==> src/rtl/vbe_pkg.sv <==
package vbe_pkg;

  typedef enum logic [0:0] {
    VBE_IDLE = 1'b0,
    VBE_SCAN = 1'b1
  } vbe_state_e;

  typedef struct packed {
    logic all_mode;
    logic on_fail;
    logic ctr_en;
    logic trunc_en;
    logic trunc_on_pass;
  } vbe_cfg_t;

endpackage

==> src/rtl/vbe_elem_pick.sv <==
module vbe_elem_pick #(
  parameter int MAXVL = 8,
  parameter int IDXW  = $clog2(MAXVL + 1)
) (
  input  logic [MAXVL-1:0] cond_vec,
  input  logic [MAXVL-1:0] pred_vec,
  input  logic [IDXW-1:0]  idx,
  input  vbe_pkg::vbe_cfg_t cfg,
  output logic             act,
  output logic             pass,
  output logic             cut
);

  logic c_bit;
  logic p_bit;

  always_comb begin
    c_bit = 1'b0;
    p_bit = 1'b0;
    for (int i = 0; i < MAXVL; i++) begin
      if (idx == IDXW'(i)) begin
        c_bit = cond_vec[i];
        p_bit = pred_vec[i];
      end
    end
  end

  assign act  = p_bit;
  assign pass = c_bit ^ cfg.on_fail;
  assign cut  = act & cfg.trunc_en & (pass == cfg.trunc_on_pass);

endmodule

==> src/rtl/vbe_set_acc.sv <==
module vbe_set_acc (
  input  logic acc_in,
  input  logic act,
  input  logic pass,
  input  logic all_mode,
  output logic acc_out
);

  always_comb begin
    if (all_mode) begin
      acc_out = acc_in & (pass | ~act);
    end else begin
      acc_out = acc_in | (act & pass);
    end
  end

endmodule

==> src/rtl/vbe_sat_dec.sv <==
module vbe_sat_dec #(
  parameter int W = 16
) (
  input  logic [W-1:0] val,
  input  logic         en,
  output logic [W-1:0] res
);

  always_comb begin
    if (en && (val != '0)) begin
      res = val - W'(1);
    end else begin
      res = val;
    end
  end

  always_comb begin
    assert_dec_no_wrap_R6: assert (res <= val);
  end

endmodule

==> src/rtl/vbe_eval.sv <==
module vbe_eval #(
  parameter int MAXVL = 8,
  parameter int CTRW  = 16,
  localparam int VLW  = $clog2(MAXVL + 1)
) (
  input  logic             clk,
  input  logic             rst_n,
  input  logic             start,
  input  logic [VLW-1:0]   vl_in,
  input  logic [MAXVL-1:0] cond_vec,
  input  logic [MAXVL-1:0] pred_vec,
  input  logic             all_mode,
  input  logic             branch_on_fail,
  input  logic             ctr_mode,
  input  logic             trunc_en,
  input  logic             trunc_on_pass,
  input  logic [CTRW-1:0]  ctr_in,
  output logic             busy,
  output logic             done,
  output logic             taken,
  output logic [CTRW-1:0]  ctr_out,
  output logic [VLW-1:0]   vl_out
);

  import vbe_pkg::*;

  localparam logic [VLW-1:0] VL_MAX = VLW'(MAXVL);

  vbe_state_e        state_q, state_d;
  logic [VLW-1:0]    idx_q, idx_d;
  logic [VLW-1:0]    vl_q, vl_d;
  logic [MAXVL-1:0]  cond_q, cond_d;
  logic [MAXVL-1:0]  pred_q, pred_d;
  vbe_cfg_t          cfg_q, cfg_d;
  logic              acc_q, acc_d;
  logic [CTRW-1:0]   cnt_q, cnt_d;
  logic              taken_q, taken_d;
  logic [CTRW-1:0]   ctr_q, ctr_d;
  logic [VLW-1:0]    vlo_q, vlo_d;
  logic              done_q, done_d;

  logic              load_en;
  logic [VLW-1:0]    vl_clamped;
  vbe_cfg_t          cfg_in;
  logic              el_act;
  logic              el_pass;
  logic              el_cut;
  logic              acc_step;
  logic [CTRW-1:0]   cnt_step;

  assign load_en    = (state_q == VBE_IDLE) && start;
  assign vl_clamped = (vl_in > VL_MAX) ? VL_MAX : vl_in;

  always_comb begin
    cfg_in.all_mode      = all_mode;
    cfg_in.on_fail       = branch_on_fail;
    cfg_in.ctr_en        = ctr_mode;
    cfg_in.trunc_en      = trunc_en;
    cfg_in.trunc_on_pass = trunc_on_pass;
  end

  vbe_elem_pick #(
    .MAXVL(MAXVL),
    .IDXW (VLW)
  ) u_pick (
    .cond_vec(cond_q),
    .pred_vec(pred_q),
    .idx     (idx_q),
    .cfg     (cfg_q),
    .act     (el_act),
    .pass    (el_pass),
    .cut     (el_cut)
  );

  vbe_set_acc u_acc (
    .acc_in  (acc_q),
    .act     (el_act),
    .pass    (el_pass),
    .all_mode(cfg_q.all_mode),
    .acc_out (acc_step)
  );

  vbe_sat_dec #(
    .W(CTRW)
  ) u_dec (
    .val(cnt_q),
    .en (el_act & cfg_q.ctr_en),
    .res(cnt_step)
  );

  // next-state logic
  always_comb begin
    state_d = state_q;
    idx_d   = idx_q;
    vl_d    = vl_q;
    cond_d  = cond_q;
    pred_d  = pred_q;
    cfg_d   = cfg_q;
    acc_d   = acc_q;
    cnt_d   = cnt_q;
    taken_d = taken_q;
    ctr_d   = ctr_q;
    vlo_d   = vlo_q;
    done_d  = 1'b0;
    unique case (state_q)
      VBE_IDLE: begin
        if (load_en) begin
          state_d = VBE_SCAN;
          idx_d   = '0;
          vl_d    = vl_clamped;
          cond_d  = cond_vec;
          pred_d  = pred_vec;
          cfg_d   = cfg_in;
          acc_d   = all_mode;
          cnt_d   = ctr_in;
        end
      end
      VBE_SCAN: begin
        if (idx_q >= vl_q) begin
          state_d = VBE_IDLE;
          done_d  = 1'b1;
          taken_d = acc_q;
          ctr_d   = cnt_q;
          vlo_d   = vl_q;
        end else begin
          acc_d = acc_step;
          cnt_d = cnt_step;
          if (el_cut) begin
            state_d = VBE_IDLE;
            done_d  = 1'b1;
            taken_d = acc_step;
            ctr_d   = cnt_step;
            vlo_d   = idx_q;
          end else begin
            idx_d = idx_q + VLW'(1);
          end
        end
      end
      default: state_d = VBE_IDLE;
    endcase
  end

  // registers
  always_ff @(posedge clk or negedge rst_n) begin
    if (!rst_n) begin
      state_q <= VBE_IDLE;
      idx_q   <= '0;
      vl_q    <= '0;
      cond_q  <= '0;
      pred_q  <= '0;
      cfg_q   <= '0;
      acc_q   <= 1'b0;
      cnt_q   <= '0;
      taken_q <= 1'b0;
      ctr_q   <= '0;
      vlo_q   <= '0;
      done_q  <= 1'b0;
    end else begin
      state_q <= state_d;
      idx_q   <= idx_d;
      vl_q    <= vl_d;
      cond_q  <= cond_d;
      pred_q  <= pred_d;
      cfg_q   <= cfg_d;
      acc_q   <= acc_d;
      cnt_q   <= cnt_d;
      taken_q <= taken_d;
      ctr_q   <= ctr_d;
      vlo_q   <= vlo_d;
      done_q  <= done_d;
    end
  end

  assign busy    = (state_q == VBE_SCAN);
  assign done    = done_q;
  assign taken   = taken_q;
  assign ctr_out = ctr_q;
  assign vl_out  = vlo_q;

  assert_done_pulse_R10: assert property (@(posedge clk) disable iff (!rst_n)
    done_q |=> !done_q);

  assert_cnt_no_wrap_R6: assert property (@(posedge clk) disable iff (!rst_n)
    (state_q == VBE_SCAN) |=> (cnt_q <= $past(cnt_q)));

  assert_vl_not_grown_R7: assert property (@(posedge clk) disable iff (!rst_n)
    done_q |-> (vlo_q <= vl_q));

  assert_start_ignored_R11: assert property (@(posedge clk) disable iff (!rst_n)
    ((state_q == VBE_SCAN) && start) |=> ($stable(vl_q) && $stable(cfg_q) && $stable(cond_q)));

  assert_idx_bound_R9: assert property (@(posedge clk) disable iff (!rst_n)
    (state_q == VBE_SCAN) |-> ((idx_q <= vl_q) && (vl_q <= VL_MAX)));

endmodule

==> config.mk <==
export PLATFORM = sky130hd
export DESIGN_NAME = vbe_eval
export DESIGN_NICKNAME = d
export VERILOG_FILES = /design/src/rtl/vbe_pkg.sv /design/src/rtl/vbe_elem_pick.sv /design/src/rtl/vbe_set_acc.sv /design/src/rtl/vbe_sat_dec.sv /design/src/rtl/vbe_eval.sv
export SDC_FILE = /design/constraint.sdc
export NUM_CORES = 1
export LEC_CHECK = 0
export ABC_AREA = 1
export CORE_ASPECT_RATIO = 0.6
export CORE_MARGIN = 8
export CORE_UTILIZATION = 33
export DETAILED_ROUTE_END_ITERATION = 12
export GPL_TIMING_DRIVEN = 0
export SLEW_MARGIN = 5
export SYNTH_ARGS = -nofsm -noshare
export SYNTH_HDL_FRONTEND = slang
export SYNTH_HIERARCHICAL = 1
export SYNTH_SLANG_ARGS = --single-unit
==> constraint.sdc <==
create_clock -name clk -period 3.45 [get_ports clk]
set_clock_uncertainty 0.1 [all_clocks]
set_input_delay 0.345 -clock clk [delete_from_list [all_inputs] [get_ports clk]]
set_output_delay 0.345 -clock clk [all_outputs]
set_load 0.02 [all_outputs]
Word level (Yosys, flattened, before mapping):

Index checks and enable logic that the tools add are counted.

* register bits: 69
* latch bits: 0
* RAM bits: 0
* memory bits (read-only): 0
* input port bits: 44
* memories: 0

* $add $sub $neg: 2
* multipliers: 0
* divide/modulo/power cells: 0
* magnitude comparators: 2
* equal/unequal tests: 11
* shifts and indexed selects: 0
* multiplexer cells: 42
* bitwise operators: 10
* reductions and logical operators: 9

Operator list (count)
* 2-to-1 mux 16 bit: 5
* one-hot mux 16 bit (2 select lines): 1
* 2-to-1 mux 1 bit: 27
* 2-to-1 mux 4 bit: 6
* == test 4 x 3 -> 1 bit, second input constant: 4
* nonzero test 16 bit: 1
* subtractor 16 x 1 -> 16 bit, second input constant: 1
* == test 4 x 2 -> 1 bit, second input constant: 2
* one-hot mux 4 bit (2 select lines): 1
* inequality test 2 bit, second input constant: 3
* AND reduction 2 bit: 3
* AND 1 bit: 5
* adder 4 x 1 -> 4 bit, second input constant: 1
* == test 4 x 1 -> 1 bit, second input constant: 1
* greater-or-equal comparator 4 bit: 1
* greater-than comparator 4 bit, second input constant: 1
* logical NOT 4 bit: 1
* one-hot mux 1 bit (2 select lines): 2
* AND reduction 3 bit: 1
* logical AND 1 bit: 2
* inverter 1 bit: 2
* bitwise OR 1 bit: 2
* nonzero test 2 bit: 1
* == test 1 bit: 1
* XOR 1 bit: 1

Logic depth before layout (Yosys ltp):

Gate-level depths: netlist of the first run.

* depth in word-level cells: 15
* mapped depth: 20

Cells and area by module:

The synthesis of the first run kept the hierarchy.

Modules (own cells, without submodules)
* vbe_eval: instances 1, cells each 444, area an instance 3362.0 µm², sequential area each 1726.7 µm²
* vbe_sat_dec: instances 1, cells each 145, area an instance 646.9 µm², sequential area each 0.0 µm²
* vbe_elem_pick: instances 1, cells each 63, area an instance 282.8 µm², sequential area each 0.0 µm²
* vbe_set_acc: instances 1, cells each 9, area an instance 36.3 µm², sequential area each 0.0 µm²

Least setup slack after synthesis of the first run:

Ideal clock, no wire load.

* path type: reg-to-reg
* start: register idx_q[2]
* end: register ctr_q[4] (netlist: ctr_out[4])
* library setup time: 116 ps
* data arrival time: 1861 ps
* setup slack: 1372 ps
* cell stages (with the launch flop): 18
* path buffers: 1
* cells stage by stage: dfrtp_1 -> inv_1 -> nor2_2 -> nand2_1 -> or2_1 -> nand2_1 -> nand4_1 -> nand2_1 -> nand2_1 -> nor2_1 -> nor2_1 -> inv_1 -> nand4_1 -> nand2_2 -> inv_2 -> buf_6 -> nand2_1 -> nand2_1

* word-level cells in the longest chain between the ends: 14
* elaborated cells on any way between the ends: 36

Ends and longest elaborated chain
* from (decl): RTL line vbe_eval.sv:30 `logic [VLW-1:0] idx_q, idx_d;`
* from (signal assigned): RTL line vbe_eval.sv:160 `idx_q <= idx_d;`
* logical NOT 4 bit: RTL line vbe_elem_pick.sv:21 `if (idx == IDXW'(i)) begin`
* 2-to-1 mux 1 bit (8 in a row): RTL line vbe_elem_pick.sv:21
* XOR 1 bit: RTL line vbe_elem_pick.sv:29 `assign pass = c_bit ^ cfg.on_fail;`
* == test 1 bit: RTL line vbe_elem_pick.sv:30 `assign cut = act & cfg.trunc_en & (pass == cfg.trunc_on_pass);`
* AND 1 bit (*): RTL line vbe_elem_pick.sv:30
* via el_cut: RTL line vbe_eval.sv:47 `logic el_cut;`
* nonzero test 2 bit (no source line) (*)
* AND reduction 2 bit (no source line) (*)
* to (signal assigned): RTL line vbe_eval.sv:168 `ctr_q <= ctr_d;`
* to (decl): RTL line vbe_eval.sv:38 `logic [CTRW-1:0] ctr_q, ctr_d;`

The timed path passes the listed nets; every way through them passes the cells marked *. The select of a mux whose other input is x is not followed.
A chain may end at the register's enable or synchronous reset.

Worst setup path after layout of the first run:

* start: register idx_q[2]
* end: register ctr_q[8] (netlist: ctr_out[8])

Same word-level chain as after synthesis.

==> flow_metrics.tcl, run 1 <==
set metrics [dict create \
    drive_gt1_frac 0.0805 \
    synth_simple_gate_area_share 0.466 \
    intPower_uw 3060 \
    arrival_ns 2.96 \
    synthMuxAreaShare 0.00231 \
    r2r-start "idx_q[2]$_DFFE_PN0P_" \
    cts_root_buf "clkbuf_16" \
    fmax_mhz 359 \
    synth-xor-area-share 0.0142 \
    path_clk_slew_ns 0.06 \
    post-route-period-util 0.808 \
    fp.coreArea_sq_um 12800 \
    pwr-share-comb 0.588 \
    relSlewSlack 0.617 \
    fin_area_sq_um 5530 \
    crit_required_ns 3.62 \
    htree_num_levels 3 \
    cts.repair.resized 0 \
    seq_area_sq_um 1730 \
    wl_per_cell_microns 14.6 \
    rr_worst_depth 17 \
    numCtsBuffers 9 \
    setup_violations 0 \
    detail-route-antenna-nets 0 \
    port_buffers 66 \
    die_h_microns 105 \
    status "finished clean" \
    vdd_drop_max_uv 455 \
    synth-seq-area-share 0.399 \
    grt_pass1_vias 4331 \
    yosysUniqueCellTypes 31 \
    grt_use_total 0.161 \
    tightest_slew_ns 0.574 \
    tns_ns 0 \
    synth.area.top_cells "dfrtp_1 (40%), nand2_1 (32%), nand3_1 (7.2%)" \
    syn_to_final_growth_pct 27.8 \
    power_density_nw_per_um2 1100 \
    die_w_microns 164 \
    netlist.area_leader.share 0.399 \
    antenna_found_initial 0 \
    cts_hold_buffers 1 \
    pwr-share-clk 0.153 \
    cp-end-kind "flop" \
    drt_iter0_drc 265 \
    avgSynthCellArea_sq_um 6.55 \
    ys.warnings.count 6 \
    grt_first_pass_wirelength_mm 22.2 \
    drc 0 \
    crit_fanout 10 \
    synthTopCellsByCount "nand2_1 (374), dfrtp_1 (69), nand3_1 (62)" \
    syn_inst 661 \
    finalNetCount 791 \
    synth-compound-area-share 0.0182 \
    start_kind "flop" \
    postCtsSetupBuffers 0 \
    synth-seq-cells 69 \
    swShare 0.498 \
    synth-edff-count 0 \
    cts_buffer_depth 2 \
    clk_latency_ns 0.34 \
    nFillCells 1363 \
    synth_top_family_by_area "simple AND/OR/NAND/NOR gates" \
    post-dp-hpwl_mm 10.0 \
    slew_violations 0 \
    power_leakage_uw 0.00298 \
    yosys.area.top_type "dfrtp_1" \
    synthFlopType "dfrtp_1" \
    dieArea_sq_um 17200 \
    hold_viol_final 0 \
    synthAdderAreaFrac 0.0202 \
    async_reset_ff_frac 1.00 \
    grt_max_degree 45 \
    start_util 0.338 \
    min_period_ns 2.79 \
    drt_pre_antenna_iters 5 \
    r2r-end "ctr_out[8]$_DFFE_PN0P_" \
    tritoncts "done" \
    multi_input_area_sq_um 2250 \
    power_frac_seq 0.259 \
    syn_nets 712 \
    syn_area_sq_um 4330 \
    clock_sinks 69 \
    critPathKind "flop to flop" \
    power.switching_uw 3030 \
    hp-class "input pin to asynchronous set/reset pin" \
    drt-total-wl_mm 13.4 \
    io_pins 67 \
    rsz0062_at_grt "no" \
    fin_util 0.432 \
    gr-total-overflow 0 \
    drv_cap 0 \
    diodes 0 \
    r2r_slack_ns 0.66 \
    yosysMostFrequentCell "nand2_1" \
    placed_cell_area_sq_um 5230 \
    placementRows 32 \
    vias_per_cell 4.75 \
    gp_congestion 0.895 \
    routed-via-count 4344 \
]
-- state kept, by name, summed over array words and instances (netlist names) --
signal / flops
cnt_q: 16
done: 1
cfg_q: 5
vl_out: 4
busy: 1
pred_q: 8
ctr_out: 16
taken: 1
idx_q: 4
vl_q: 4
cond_q: 8
acc_q: 1
-- per-stage QoR --
step	setup slack, ns	hold WS, ns	instances	power (uW)
final	0.664	0.376	915	6080
after global placement	-0.563	0.364	897	5060
after floorplan	1.37	-0.0506	661	4000
after CTS	0.721	0.383	915	6090
after detailed placement	0.753	0.204	898	5120
after global routing	0.427	0.397	915	6650
-- power groups by stage --
stage	clock, uW	combinational (uW)	sequential, uW
floorplan	0	2410	1590
global placement	0	3490	1570
detailed placement	0	3540	1570
CTS	950	3570	1570
global route	991	4040	1630
finish	933	3580	1570
-- placed cells by master, fill, tap and decap left out, types with 2 or more instances in the layout --
master	netlist	routed
a21oi_1	2	2
buf_2	10	10
buf_4	5	6
buf_6	5	5
clkbuf_1	4	6
clkbuf_16	0	9
clkdlybuf4s50_1	0	65
clkinv_2	0	2
dfrtp_1	69	69
ha_1	7	7
inv_1	42	42
inv_2	3	3
inv_4	2	2
nand2_1	374	374
nand2_2	6	6
nand3_1	62	62
nand3b_1	2	2
nand4_1	6	6
nor2_1	31	31
nor2_2	7	7
o21ai_0	5	5
o21ai_1	2	2
xnor2_1	4	4
xor2_1	3	3
-- per-layer routing --
metal | vias to the layer above | part of all wire | track usage
met5 | - | 0 | 0
met4 | 0 | 0.0079 | 0.0284
met3 | 9 | 0.087 | 0.0568
met2 | 146 | 0.38 | 0.211
met1 | 2001 | 0.53 | 0.244
li1 | 2188 | - | -
-- area by class of cell --
| type | instances | area share |
|---|---|---|
| plain buffers | 25 | 0.0301 |
| well taps | 170 | 0.0385 |
| inverters | 47 | 0.0328 |
| repair buffers | 68 | 0.126 |
| multi-input cells | 520 | 0.407 |
| flip-flops and latches | 69 | 0.312 |
| clock inverters | 4 | 0.00860 |
| clock buffers | 12 | 0.0446 |
-- worst max-delay path by stage --
stage | end | slack, ns | depth (start not counted) | start
after floorplan | ctr_out[4]$_DFFE_PN0P_ | 1.37 | 17 | idx_q[2]$_DFFE_PN0P_
after global placement | ctr_out[10]$_DFFE_PN0P_ | -0.56 | 1 | rst_n
after detailed placement | ctr_out[8]$_DFFE_PN0P_ | 0.75 | 19 | idx_q[2]$_DFFE_PN0P_
after CTS | ctr_out[8]$_DFFE_PN0P_ | 0.72 | 19 | idx_q[2]$_DFFE_PN0P_
after global routing | cnt_q[4]$_DFFE_PN0P_ | 0.43 | 19 | idx_q[2]$_DFFE_PN0P_
final | ctr_out[8]$_DFFE_PN0P_ | 0.66 | 17 | idx_q[2]$_DFFE_PN0P_
-- cell families after synthesis --
kind of cell               after synthesis
and+or+nand+nor                        493
DFF                                     69
xor gates and xnor gates                 7
AOI/OAI and AO/OA                       12
muxes                                    1
adders and majority gates                7
buffers and inverters                   72
-- critical path, cell delays in order (launching register included) --
cell	delay [ns]
dfrtp_1	0.52
inv_1	0.12
nor2_2	0.16
inv_1	0.07
nor3_1	0.28
nand2_1	0.16
nand4_1	0.14
nand2_1	0.06
nand2_1	0.09
nor2_1	0.05
nor2_1	0.10
inv_1	0.09
nand4_1	0.14
nand2_2	0.14
inv_2	0.16
buf_6	0.17
nand2_1	0.09
nand2_1	0.06
(Power assumes the default switching activity.)
==> run 2, diff against run 1 <==
- clock period: 3.45 -> 2.4 ns (I/O delays scaled with it)
==> run 2 against run 1 <==
  * The flow now finishes with violations (negative setup slack)
  * Clock-buffer cell count is the same
  * Core utilization up 2.1 points
  * Global-route usage increased by 0.31 points
==> flow_metrics.tcl, run 2 (synthesized netlist as in run 1, its figures left out) <==
set metrics [dict create \
    cp-end-kind "flop" \
    final_common_cell "nand2_1" \
    grt_use_total 0.164 \
    power.switching_uw 4590 \
    hold-worst-slack_ns 0.272 \
    grt_max_degree 45 \
    fp.coreArea_sq_um 12800 \
    fin_util 0.453 \
    crit_required_ns 2.52 \
    drc 0 \
    drt_iter0_drc 267 \
    critPathKind "flop to flop" \
    tritoncts "done" \
    relSlewSlack 0.617 \
    drt_pre_antenna_iters 4 \
    numCtsBuffers 9 \
    layout_common_cells "nand2_1 (366), dfrtp_1 (65), clkdlybuf4s50_1 (65)" \
    drive_gt1_frac 0.137 \
    antenna_found_initial 0 \
    syn_to_final_growth_pct 34.0 \
    die_h_microns 105 \
    drv_cap 0 \
    status "complete, but fails checks" \
    die_w_microns 164 \
    intPower_uw 4850 \
    fmax_mhz 412 \
    io_pins 67 \
    arrival_ns 2.55 \
    post-route-period-util 1.01 \
    setup_violations 6 \
    power_frac_seq 0.239 \
    power_leakage_uw 0.00310 \
    slew_violations 0 \
    grt_pass1_vias 4444 \
    vias_per_cell 4.76 \
    pre_cts_slack_ns -0.297 \
    port_buffers 66 \
    pwr-share-comb 0.619 \
    drt-total-wl_mm 13.8 \
    power_density_nw_per_um2 1630 \
    clk_latency_ns 0.34 \
    swShare 0.486 \
    cts_buffer_depth 2 \
    cts_root_buf "clkbuf_16" \
    diodes 0 \
    vdd_drop_max_uv 665 \
    gp_congestion 0.895 \
    violations "negative setup slack" \
    gr-total-overflow 0 \
    rsz0062_at_grt "yes" \
    crit_fanout 5 \
    wl_per_cell_microns 14.8 \
    start_kind "flop" \
    pwr-share-clk 0.142 \
    hold_viol_final 0 \
    post-dp-hpwl_mm 10.0 \
    tightest_slew_ns 0.574 \
    detail-route-antenna-nets 0 \
    hp-class "input pin to asynchronous set/reset pin" \
    path_clk_slew_ns 0.06 \
    start_util 0.338 \
    tns_ns -0.0998 \
    min_period_ns 2.43 \
    htree_num_levels 3 \
    dieArea_sq_um 17200 \
    routed-via-count 4443 \
    placementRows 32 \
    clock_sinks 69 \
    worst_slack_ns -0.0301 \
    finalNetCount 810 \
    grt_first_pass_wirelength_mm 22.6 \
]
-- run 2: power groups by stage --
stage | Sequential [uW] | Clock (uW) | Combinational, uW
2_1_floorplan | 2290 | 0 | 3470
3_3_place_gp | 2260 | 0 | 5020
3_5_place_dp | 2260 | 0 | 5090
4_1_cts | 2240 | 1370 | 5460
5_1_grt | 2340 | 1420 | 6510
6_report | 2260 | 1340 | 5840
-- run 2: routing by layer --
layer | vias to the layer above | wire length, microns | GRT usage | share of wire
li1 | 2233 | - | - | -
met1 | 2047 | 7250 | 0.248 | 0.52
met2 | 156 | 5330 | 0.222 | 0.39
met3 | 7 | 1160 | 0.0505 | 0.084
met4 | 0 | 82 | 0.0284 | 0.0059
met5 | - | 0 | 0 | 0
-- run 2: per-stage QoR --
stage	std cells	power, uW	cell area, sq um
2_1_floorplan	661	5750	4330
3_3_place_gp	897	7280	5200
3_5_place_dp	898	7350	5230
4_1_cts	929	9070	5680
5_1_grt	934	10300	5800
6_report	934	9440	5800
-- run 2: final timing paths --
check / start / end / slack, ns / cells past startpoint
setup / recovery: idx_q[2]$_DFFE_PN0P_ / ctr_out[15]$_DFFE_PN0P_ / -0.03 / 17
hold / removal: rst_n / ctr_out[3]$_DFFE_PN0P_ / 0.27 / 2
setup reg to reg: idx_q[2]$_DFFE_PN0P_ / ctr_out[15]$_DFFE_PN0P_ / -0.03 / 17
hold reg to reg: ctr_out[10]$_DFFE_PN0P_ / ctr_out[10]$_DFFE_PN0P_ / 0.38 / 2
max in group asynchronous: rst_n / idx_q[2]$_DFFE_PN0P_ / 1.35 / 3
min in group clk: pred_vec[6] / pred_q[6]$_DFFE_PN0P_ / 0.34 / 3
-- run 2: repair_timing --
action	in CTS	in global routing
setup endpoints to repair	42	43
pin swaps	10	15
resized for setup	13	24
hold endpoints to repair	25	0
setup buffers	14	4
gates cloned	0	1
hold buffers	1	0
-- run 2: area by class of cell --
cell class | count | area [sq um]
clock inverters | 4 | 47.5
plain buffers | 25 | 178
multi-input cells | 520 | 2320
flip-flops and latches | 69 | 1730
well taps | 170 | 213
fillers | 1325 | 7010
inverters | 47 | 186
repair buffers | 87 | 872
clock buffers | 12 | 246
-- run 2: worst max-delay path, cell delays in order (launching register included) --
cell	delay [ns]
dfrtp_2	0.43
inv_4	0.06
nor2_4	0.11
inv_1	0.09
nor3_4	0.16
a21oi_1	0.10
nand4_1	0.15
nand2_2	0.08
nor2_1	0.10
nand2_1	0.06
nor2_1	0.12
inv_2	0.07
nand4_1	0.13
nand2_2	0.13
buf_12	0.16
buf_8	0.12
nand2_1	0.07
nand2_1	0.06
==> run 3, diff against run 2 <==
- CTS_CLUSTER_DIAMETER: default -> 120
==> results of run 3 <==
The final DEF is identical to that of run 2; final timing and power are the same.
